--- src/rtl/sram_port_pkg.sv ---
package sram_port_pkg;

  typedef enum logic [2:0] {
    ST_IDLE  = 3'd0,
    ST_READ  = 3'd1,
    ST_TURN  = 3'd2,
    ST_SETUP = 3'd3,
    ST_PULSE = 3'd4,
    ST_HOLD  = 3'd5
  } portState_e;

  typedef struct packed {
    logic accept;
    logic capture;
    logic ceActive;
    logic oeActive;
    logic weActive;
    logic drive;
  } strobe_t;

  function automatic int ceilDiv(input int num, input int den);
    return (num + den - 1) / den;
  endfunction

  function automatic int maxOf(input int a, input int b);
    return (a > b) ? a : b;
  endfunction

endpackage

--- src/rtl/sram_port_fsm.sv ---
module sram_port_fsm
  import sram_port_pkg::*;
#(
  parameter int RD_CYC   = 3,
  parameter int WP_CYC   = 2,
  parameter int TURN_CYC = 1
) (
  input  logic    clk,
  input  logic    rstN,
  input  logic    req,
  input  logic    wr,
  output logic    ready,
  output strobe_t ctl
);

  localparam int MAX_CNT = maxOf(maxOf(RD_CYC, WP_CYC), maxOf(TURN_CYC, 1));
  localparam int CNT_W   = $clog2(MAX_CNT + 1);

  portState_e state, stateNext;
  logic [CNT_W-1:0] cnt, cntNext;
  logic afterRead;

  always_comb begin
    stateNext   = state;
    cntNext     = cnt;
    ctl.accept  = 1'b0;
    ctl.capture = 1'b0;
    case (state)
      ST_IDLE: begin
        if (req) begin
          ctl.accept = 1'b1;
          if (!wr) begin
            stateNext = ST_READ;
            cntNext   = CNT_W'(RD_CYC - 1);
          end else if (afterRead && (TURN_CYC > 0)) begin
            stateNext = ST_TURN;
            cntNext   = CNT_W'(maxOf(TURN_CYC, 1) - 1);
          end else begin
            stateNext = ST_SETUP;
          end
        end
      end
      ST_READ: begin
        if (cnt == '0) begin
          ctl.capture = 1'b1;
          stateNext   = ST_IDLE;
        end else begin
          cntNext = cnt - 1'b1;
        end
      end
      ST_TURN: begin
        if (cnt == '0) stateNext = ST_SETUP;
        else           cntNext   = cnt - 1'b1;
      end
      ST_SETUP: begin
        stateNext = ST_PULSE;
        cntNext   = CNT_W'(WP_CYC - 1);
      end
      ST_PULSE: begin
        if (cnt == '0) stateNext = ST_HOLD;
        else           cntNext   = cnt - 1'b1;
      end
      ST_HOLD:  stateNext = ST_IDLE;
      default:  stateNext = ST_IDLE;
    endcase
  end

  always_ff @(posedge clk or negedge rstN) begin
    if (!rstN) begin
      state     <= ST_IDLE;
      cnt       <= '0;
      afterRead <= 1'b0;
    end else begin
      state     <= stateNext;
      cnt       <= cntNext;
      afterRead <= ctl.capture;
    end
  end

  assign ready        = (state == ST_IDLE);
  assign ctl.ceActive = (state == ST_READ) || (state == ST_SETUP) ||
                        (state == ST_PULSE) || (state == ST_HOLD);
  assign ctl.oeActive = (state == ST_READ);
  assign ctl.weActive = (state == ST_PULSE);
  assign ctl.drive    = (state == ST_PULSE);

endmodule

--- src/rtl/sram_port_dp.sv ---
module sram_port_dp
  import sram_port_pkg::*;
#(
  parameter int ADDR_W = 18,
  parameter int DATA_W = 16,
  parameter int LANES  = 2
) (
  input  logic              clk,
  input  logic              rstN,
  input  strobe_t           ctl,
  input  logic [ADDR_W-1:0] hostAddr,
  input  logic [DATA_W-1:0] hostWrData,
  input  logic [LANES-1:0]  hostMask,
  input  logic [DATA_W-1:0] memDataIn,
  output logic [ADDR_W-1:0] memAddr,
  output logic [DATA_W-1:0] memDataOut,
  output logic              memDataOe,
  output logic              memCeN,
  output logic              memWeN,
  output logic              memOeN,
  output logic [LANES-1:0]  memBeN,
  output logic [DATA_W-1:0] rdData,
  output logic              rdValid
);

  localparam int LANE_W = DATA_W / LANES;

  logic [ADDR_W-1:0] addrQ;
  logic [DATA_W-1:0] dataQ;
  logic [LANES-1:0]  maskQ;
  logic [DATA_W-1:0] laneBits;

  for (genvar g = 0; g < LANES; g++) begin : gLane
    assign laneBits[g*LANE_W +: LANE_W] = {LANE_W{maskQ[g]}};
  end

  always_ff @(posedge clk or negedge rstN) begin
    if (!rstN) begin
      addrQ   <= '0;
      dataQ   <= '0;
      maskQ   <= '0;
      rdData  <= '0;
      rdValid <= 1'b0;
    end else begin
      if (ctl.accept) begin
        addrQ <= hostAddr;
        dataQ <= hostWrData;
        maskQ <= hostMask;
      end
      if (ctl.capture) rdData <= memDataIn & laneBits;
      rdValid <= ctl.capture;
    end
  end

  assign memAddr    = addrQ;
  assign memDataOut = dataQ;
  assign memDataOe  = ctl.drive;
  assign memCeN     = ~ctl.ceActive;
  assign memOeN     = ~ctl.oeActive;
  assign memWeN     = ~ctl.weActive;
  assign memBeN     = ctl.ceActive ? ~maskQ : '1;

endmodule

--- src/rtl/sram_port_ctrl.sv ---
module sram_port_ctrl
  import sram_port_pkg::*;
#(
  parameter int ADDR_W        = 18,
  parameter int DATA_W        = 16,
  parameter int CLK_NS        = 4,
  parameter int READ_WAIT_CYC = 1,
  parameter int WR_PULSE_CYC  = 1,
  parameter int TURN_CYC      = 1
) (
  input  logic                clk,
  input  logic                rstN,
  input  logic                req,
  input  logic                wr,
  input  logic [ADDR_W-1:0]   addr,
  input  logic [DATA_W-1:0]   wrData,
  input  logic [DATA_W/8-1:0] byteMask,
  output logic                ready,
  output logic [DATA_W-1:0]   rdData,
  output logic                rdValid,
  output logic [ADDR_W-1:0]   memAddr,
  output logic [DATA_W-1:0]   memDataOut,
  output logic                memDataOe,
  input  logic [DATA_W-1:0]   memDataIn,
  output logic                memCeN,
  output logic                memWeN,
  output logic                memOeN,
  output logic [DATA_W/8-1:0] memBeN
);

  localparam int LANES  = DATA_W / 8;
  localparam int RD_CYC = maxOf(READ_WAIT_CYC, ceilDiv(10, CLK_NS));
  localparam int WP_CYC = maxOf(WR_PULSE_CYC,
                                maxOf(ceilDiv(8, CLK_NS), ceilDiv(5, CLK_NS)));

  strobe_t ctl;

  sram_port_fsm #(
    .RD_CYC  (RD_CYC),
    .WP_CYC  (WP_CYC),
    .TURN_CYC(TURN_CYC)
  ) u_fsm (
    .clk  (clk),
    .rstN (rstN),
    .req  (req),
    .wr   (wr),
    .ready(ready),
    .ctl  (ctl)
  );

  sram_port_dp #(
    .ADDR_W(ADDR_W),
    .DATA_W(DATA_W),
    .LANES (LANES)
  ) u_dp (
    .clk       (clk),
    .rstN      (rstN),
    .ctl       (ctl),
    .hostAddr  (addr),
    .hostWrData(wrData),
    .hostMask  (byteMask),
    .memDataIn (memDataIn),
    .memAddr   (memAddr),
    .memDataOut(memDataOut),
    .memDataOe (memDataOe),
    .memCeN    (memCeN),
    .memWeN    (memWeN),
    .memOeN    (memOeN),
    .memBeN    (memBeN),
    .rdData    (rdData),
    .rdValid   (rdValid)
  );

endmodule

--- config.mk ---
export PLATFORM = sky130hd
export DESIGN_NAME = sram_port_ctrl
export DESIGN_NICKNAME = d
export VERILOG_FILES = /design/src/rtl/sram_port_pkg.sv /design/src/rtl/sram_port_fsm.sv /design/src/rtl/sram_port_dp.sv /design/src/rtl/sram_port_ctrl.sv
export SDC_FILE = /design/constraint.sdc
export NUM_CORES = 1
export LEC_CHECK = 0
export BUFFER_PORTS_ARGS = -buffer_cell sky130_fd_sc_hd__buf_2
export CAP_MARGIN = 20
export CORE_MARGIN = 4
export CORE_UTILIZATION = 50
export DETAILED_ROUTE_END_ITERATION = 8
export MAX_ROUTING_LAYER = met4
export PLACE_DENSITY_LB_ADDON = 0.1
export SLEW_MARGIN = 10
export SYNTH_ARGS = -nofsm -noshare
export SYNTH_HDL_FRONTEND = slang
export SYNTH_SLANG_ARGS = --single-unit
--- constraint.sdc ---
create_clock -name clk -period 2.3 [get_ports clk]
set_input_delay 0.115 -clock clk [delete_from_list [all_inputs] [get_ports clk]]
set_output_delay 0.115 -clock clk [all_outputs]
set_load 0.02 [all_outputs]
## Word-level counts from Yosys, hierarchy flattened

Cells that the tools add are included.

| storage, ports and cells | value |
|---|---|
| bits in registers | 58 |
| latch bits | 0 |
| bits in writable memories | 0 |
| ROM bits | 0 |
| input bits | 56 |
| logic and storage cells | 50 |
| memories kept | 0 |

| operators by class | value |
|---|---|
| add/sub/neg operators | 1 |
| multipliers | 0 |
| divide/modulo/power cells | 0 |
| $lt $le $gt $ge | 0 |
| eq/ne operators | 11 |
| shifts and indexed selects | 0 |
| multiplexer cells | 17 |
| bitwise gates (word level) | 5 |
| reduce and logical (&&, ||, !) cells | 9 |

Operator list:

| kind | count |
|---|---|
| $and 16x16->16 | 1 |
| $pmux 3 s5 | 1 |
| $mux 2 | 6 |
| $mux 3 | 4 |
| $reduce_and 4->1 | 2 |
| $eq 3x2->1 const B | 2 |
| $eq 3x3->1 const B | 2 |
| $ne 2x2->1 const B | 3 |
| $pmux 2 s3 | 1 |
| $mux 1 | 5 |
| $ne 2x1->1 const B | 2 |
| $eq 3x1->1 const B | 1 |
| $logic_not 3->1 | 1 |
| $logic_or 1x1->1 | 3 |
| $ne 3x2->1 const B | 1 |
| $not 1->1 | 3 |
| $reduce_bool 3->1 | 1 |
| $reduce_or 3->1 | 1 |
| $logic_not 2->1 | 1 |
| $not 2->2 | 1 |
| $sub 2x1->2 const B | 1 |

## Longest topological paths before layout

| logic depth | value |
|---|---|
| depth after elaboration | 5 |
| mapped depth | 9 |

## Hierarchy

From an unflattened synthesis, not the netlist that was laid out.

| second synthesis, totals | value |
|---|---|
| cell total of the unflattened synthesis | 207 |
| area, all modules | 2630.0 µm² |

Modules (own cells, without submodules):

| module | times used | cells an instance | area each (µm²) |
|---|---|---|---|
| sram_port_dp | 1 | 152 | 2183.3 |
| sram_port_fsm | 1 | 55 | 446.7 |

## Worst setup path after synthesis

No wires, ideal clock.

| timing | value |
|---|---|
| path type | reg-to-reg |
| start | reg u_fsm.state[1] |
| end | reg u_dp.maskQ[1] |
| library setup time | 0.125 ns |
| data arrival time | 1.847 ns |
| required time | 2.175 ns |
| slack | 0.328 ns |
| cell stages (with the launch flop) | 7 |
| cells stage by stage | dfrtp_1 > buf_6 > nor3_1 > and2_1 > buf_4 > buf_6 > mux2_2 |

| between the ends | value |
|---|---|
| word-level cells in the longest chain between the ends | 2 |

Ends and longest elaborated chain:

| what | line | source |
|---|---|---|
| start: declaration | sram_port_fsm.sv:19 | `portState_e state, stateNext;` |
| start signal: assignment | sram_port_fsm.sv:74 | `state <= stateNext;` |
| $logic_not 3->1 | - |  |
| net ready | sram_port_ctrl.sv:18 | `output logic ready,` |
| $mux 1 | sram_port_fsm.sv:28 | `case (state)` |
| end signal: assignment | sram_port_dp.sv:48 | `maskQ <= hostMask;` |
| end: declaration | sram_port_dp.sv:30 | `logic [LANES-1:0] maskQ;` |

The timed path passes the listed nets, and every way through them passes these cells.
A chain may end at the register's enable or synchronous reset.

## Final worst setup path

| timing | value |
|---|---|
| start | reg u_fsm.state[1] |
| end | out memDataOe |

| between the ends | value |
|---|---|
| word-level cells in the longest chain between the ends | 1 |

Ends and longest elaborated chain:

| what | line | source |
|---|---|---|
| $eq 3x3->1 | sram_port_fsm.sv:85 | `assign ctl.drive = (state == ST_PULSE);` |
| end: declaration | sram_port_ctrl.sv:23 | `output logic memDataOe,` |

Every way passes these cells.

==> run metrics <==
Yosys top cell by area=dfrtp_1; postcts setup bufs=0; Antenna diodes=0; period utilization=0.784; Core ar.=4820 um^2; DIE HEIGHT=79.2 um; first-pass GRT wire length=8.52 mm; Max VDD drop=0.836 mV; Synthesized Nets=264; Die X-Extent=79.2 um; Mapped Area=2530 um^2; YS warnings=0; top cells by instance count after synthesis=58 x dfrtp_1, 39 x nand2_1, 36 x mux2_2; DRC=0; Crit Path Category=reg -> out; Top FF cell, synth=dfrtp_1; routability cong.=0.826; final worst setup slack=497 ps; P_int=3.25 mW; Post-Route Skew=4.86 ps; die area=6270 um^2; crit start category=register; max-cap viol count=0; largest net degree at the start of global routing=37; WL/cell=13.5 um; power share of the clock group=0.187; post-synthesis sequential area ratio=0.573; RSZ-0062 raised after global routing=false; number of buffers created by CTS=9; Initial Util=0.526; Total Routing Usage GR=0.184; Post-Place Worst Slack=533 ps; ranking of synthesized cells by area=dfrtp_1 57%, mux2_2 16%, nand2_1 5.8%; Initial DRC Count=92; sequential share of power=0.340; Synth Area per Inst=12.2 um^2; cell with the most instances after synthesis=dfrtp_1; clk slew on worst S/H paths=60 ps; htree depth=3; Async S/R FF share, synth=1.00; minimum clock period=1800 ps; Final setup viols=0; fin util=0.697; Fin Setup TNS=0 ps; Final Hold Vio Count=0; vias in the first global route=1782; post-synth top area share=0.573; Crit. End Element=primary output; Slew Viols, Final=0; input/output buffers=113; Clock Sinks=58; CP required=2180 ps; leakage=1.70 nW; Resized Gates After CTS=0; area delta synth->final=32.5%; Power Density=1620 nW/um^2; IO Pins=114; post-DP HPWL=3.92 mm; switching share of power=0.403; crit path max fanout=12; # rows=25; post-layout power=5.44 mW; grt ovf=0; max_slew headroom=0.582; clock buffer depth=2; Layout Nets=380; Highest Clock Rate=554 MHz; Unique masters post-synth=35; P_sw=2.19 mW; Worst Tran Pin Value=627 ps; Worst-Skew Late Latency=330 ps; initial antenna violation count=0; hold_ws=17.5 ps; Syn Inst Count=207; fillcell total=391; DR pass1 iterations=4; CTS tree=built; Root Driver=clkbuf_8; combinational share of power=0.473; status=complete, no violations; Via density=4.75; Synth Register Bits=58; worst hold path class=in -> reg; WL final=5.34 mm; CP arrival=1690 ps; Vias=1877; share of layout cells above drive strength 1=0.561; Detail Route Antenna Nets=0; EDFF count, synth=0
repair_timing:
item | CTS | global route
endpoints found under the setup margin | 0 | 0
hold endpoints to repair | 29 | 1
hold buffers | 2 | 1
area by class of cell:
cell class | count | area, um^2 | area share
clock buffer | 11 | 141 | 0.0421
clock inverter | 5 | 77.6 | 0.0231
inverter | 7 | 26.3 | 0.00782
multi-input combinational | 127 | 927 | 0.276
sequential | 58 | 1450 | 0.432
tap | 67 | 83.8 | 0.0250
timing repair buffer | 120 | 651 | 0.194
per-layer routing:
metal,part of all wire,vias up,global-route usage
li1,-,931,-
met1,0.45,864,0.234
met2,0.45,75,0.263
met3,0.093,7,0.0771
met4,0.013,0,0.0722
met5,0,-,-
final timing paths:
| path | start | to | slack (ps) | depth (start not counted) |
|---|---|---|---|---|
| min in group asynchronous | rstN | u_fsm.cnt[1] | 340 | 2 |
| max in group asynchronous | rstN | u_dp.rdData[12] | 1380 | 3 |
| max reg2reg | u_fsm.state[2] | u_dp.memAddr[8] | 520 | 4 |
| max | u_fsm.state[1] | memDataOe | 500 | 4 |
| min reg2reg | u_dp.rdData[7] | u_dp.rdData[7] | 470 | 2 |
| min | addr[13] | u_dp.memAddr[13] | 20 | 2 |
stage by stage:
stage | instance area [um^2] | instances
6_report | 3360 | 395
2_1_floorplan | 2530 | 207
3_3_place_gp | 3110 | 376
3_5_place_dp | 3110 | 376
5_1_grt | 3360 | 395
4_1_cts | 3350 | 394
placed cells by master, fill, tap and decap left out:
| cell | count |
|---|---|
| o21ai_0 | 4 |
| buf_4 | 2 |
| clkinv_2 | 2 |
| or3b_2 | 1 |
| buf_12 | 2 |
| o32a_1 | 1 |
| inv_1 | 7 |
| or3b_4 | 1 |
| dlygate4sd3_1 | 3 |
| nand2_1 | 39 |
| clkbuf_1 | 1 |
| nor2_1 | 2 |
| mux2i_1 | 1 |
| nand3b_1 | 1 |
| clkbuf_8 | 10 |
| buf_2 | 113 |
| and2_1 | 1 |
| nor2b_1 | 2 |
| a21oi_1 | 3 |
| o21a_1 | 1 |
| or2_1 | 1 |
| xnor2_1 | 1 |
| a32oi_1 | 1 |
| a211o_1 | 1 |
| o21ai_2 | 13 |
| nor3_1 | 4 |
| o22ai_1 | 1 |
| clkinvlp_4 | 1 |
| o21ai_1 | 3 |
| ha_1 | 1 |
| a31o_2 | 1 |
| o31ai_1 | 1 |
| a211oi_1 | 3 |
| bufinv_16 | 2 |
| dfrtp_1 | 58 |
| a21boi_0 | 1 |
| nand2b_1 | 2 |
| mux2_2 | 36 |
worst max-delay path, cell delays in order, from the launching register on:
cell     delay (ps)
dfrtp_1         450
buf_4           210
or3b_2          480
inv_1            70
buf_2           150
cell families after synthesis:
family	share of synthesized area
flip-flops	0.573
AND/OR/NAND/NOR	0.0943
multiplexers	0.164
AO/OA/AOI/OAI	0.0992
buffers and inverters	0.0617
XOR/XNOR	0.00346
adder cells (fa/ha/maj)	0.00494
flip-flops by register name, indices dropped and copies added (netlist names):
signal	count
u_dp.memAddr	18
u_dp.memDataOut	16
u_dp.rdData	16
u_fsm.state	3
u_dp.maskQ	2
u_fsm.cnt	2
u_dp.rdValid	1
power by group through the flow:
stage	Clock, mW	Sequential (mW)	Combinational, mW
after floorplan	0	2.31	1.44
after global placement	0	1.86	2.55
after detailed placement	0	1.87	2.60
after CTS	1.05	1.86	2.61
after global routing	1.10	1.94	2.80
final	1.02	1.85	2.57
Power figures use the tool's default switching activity.
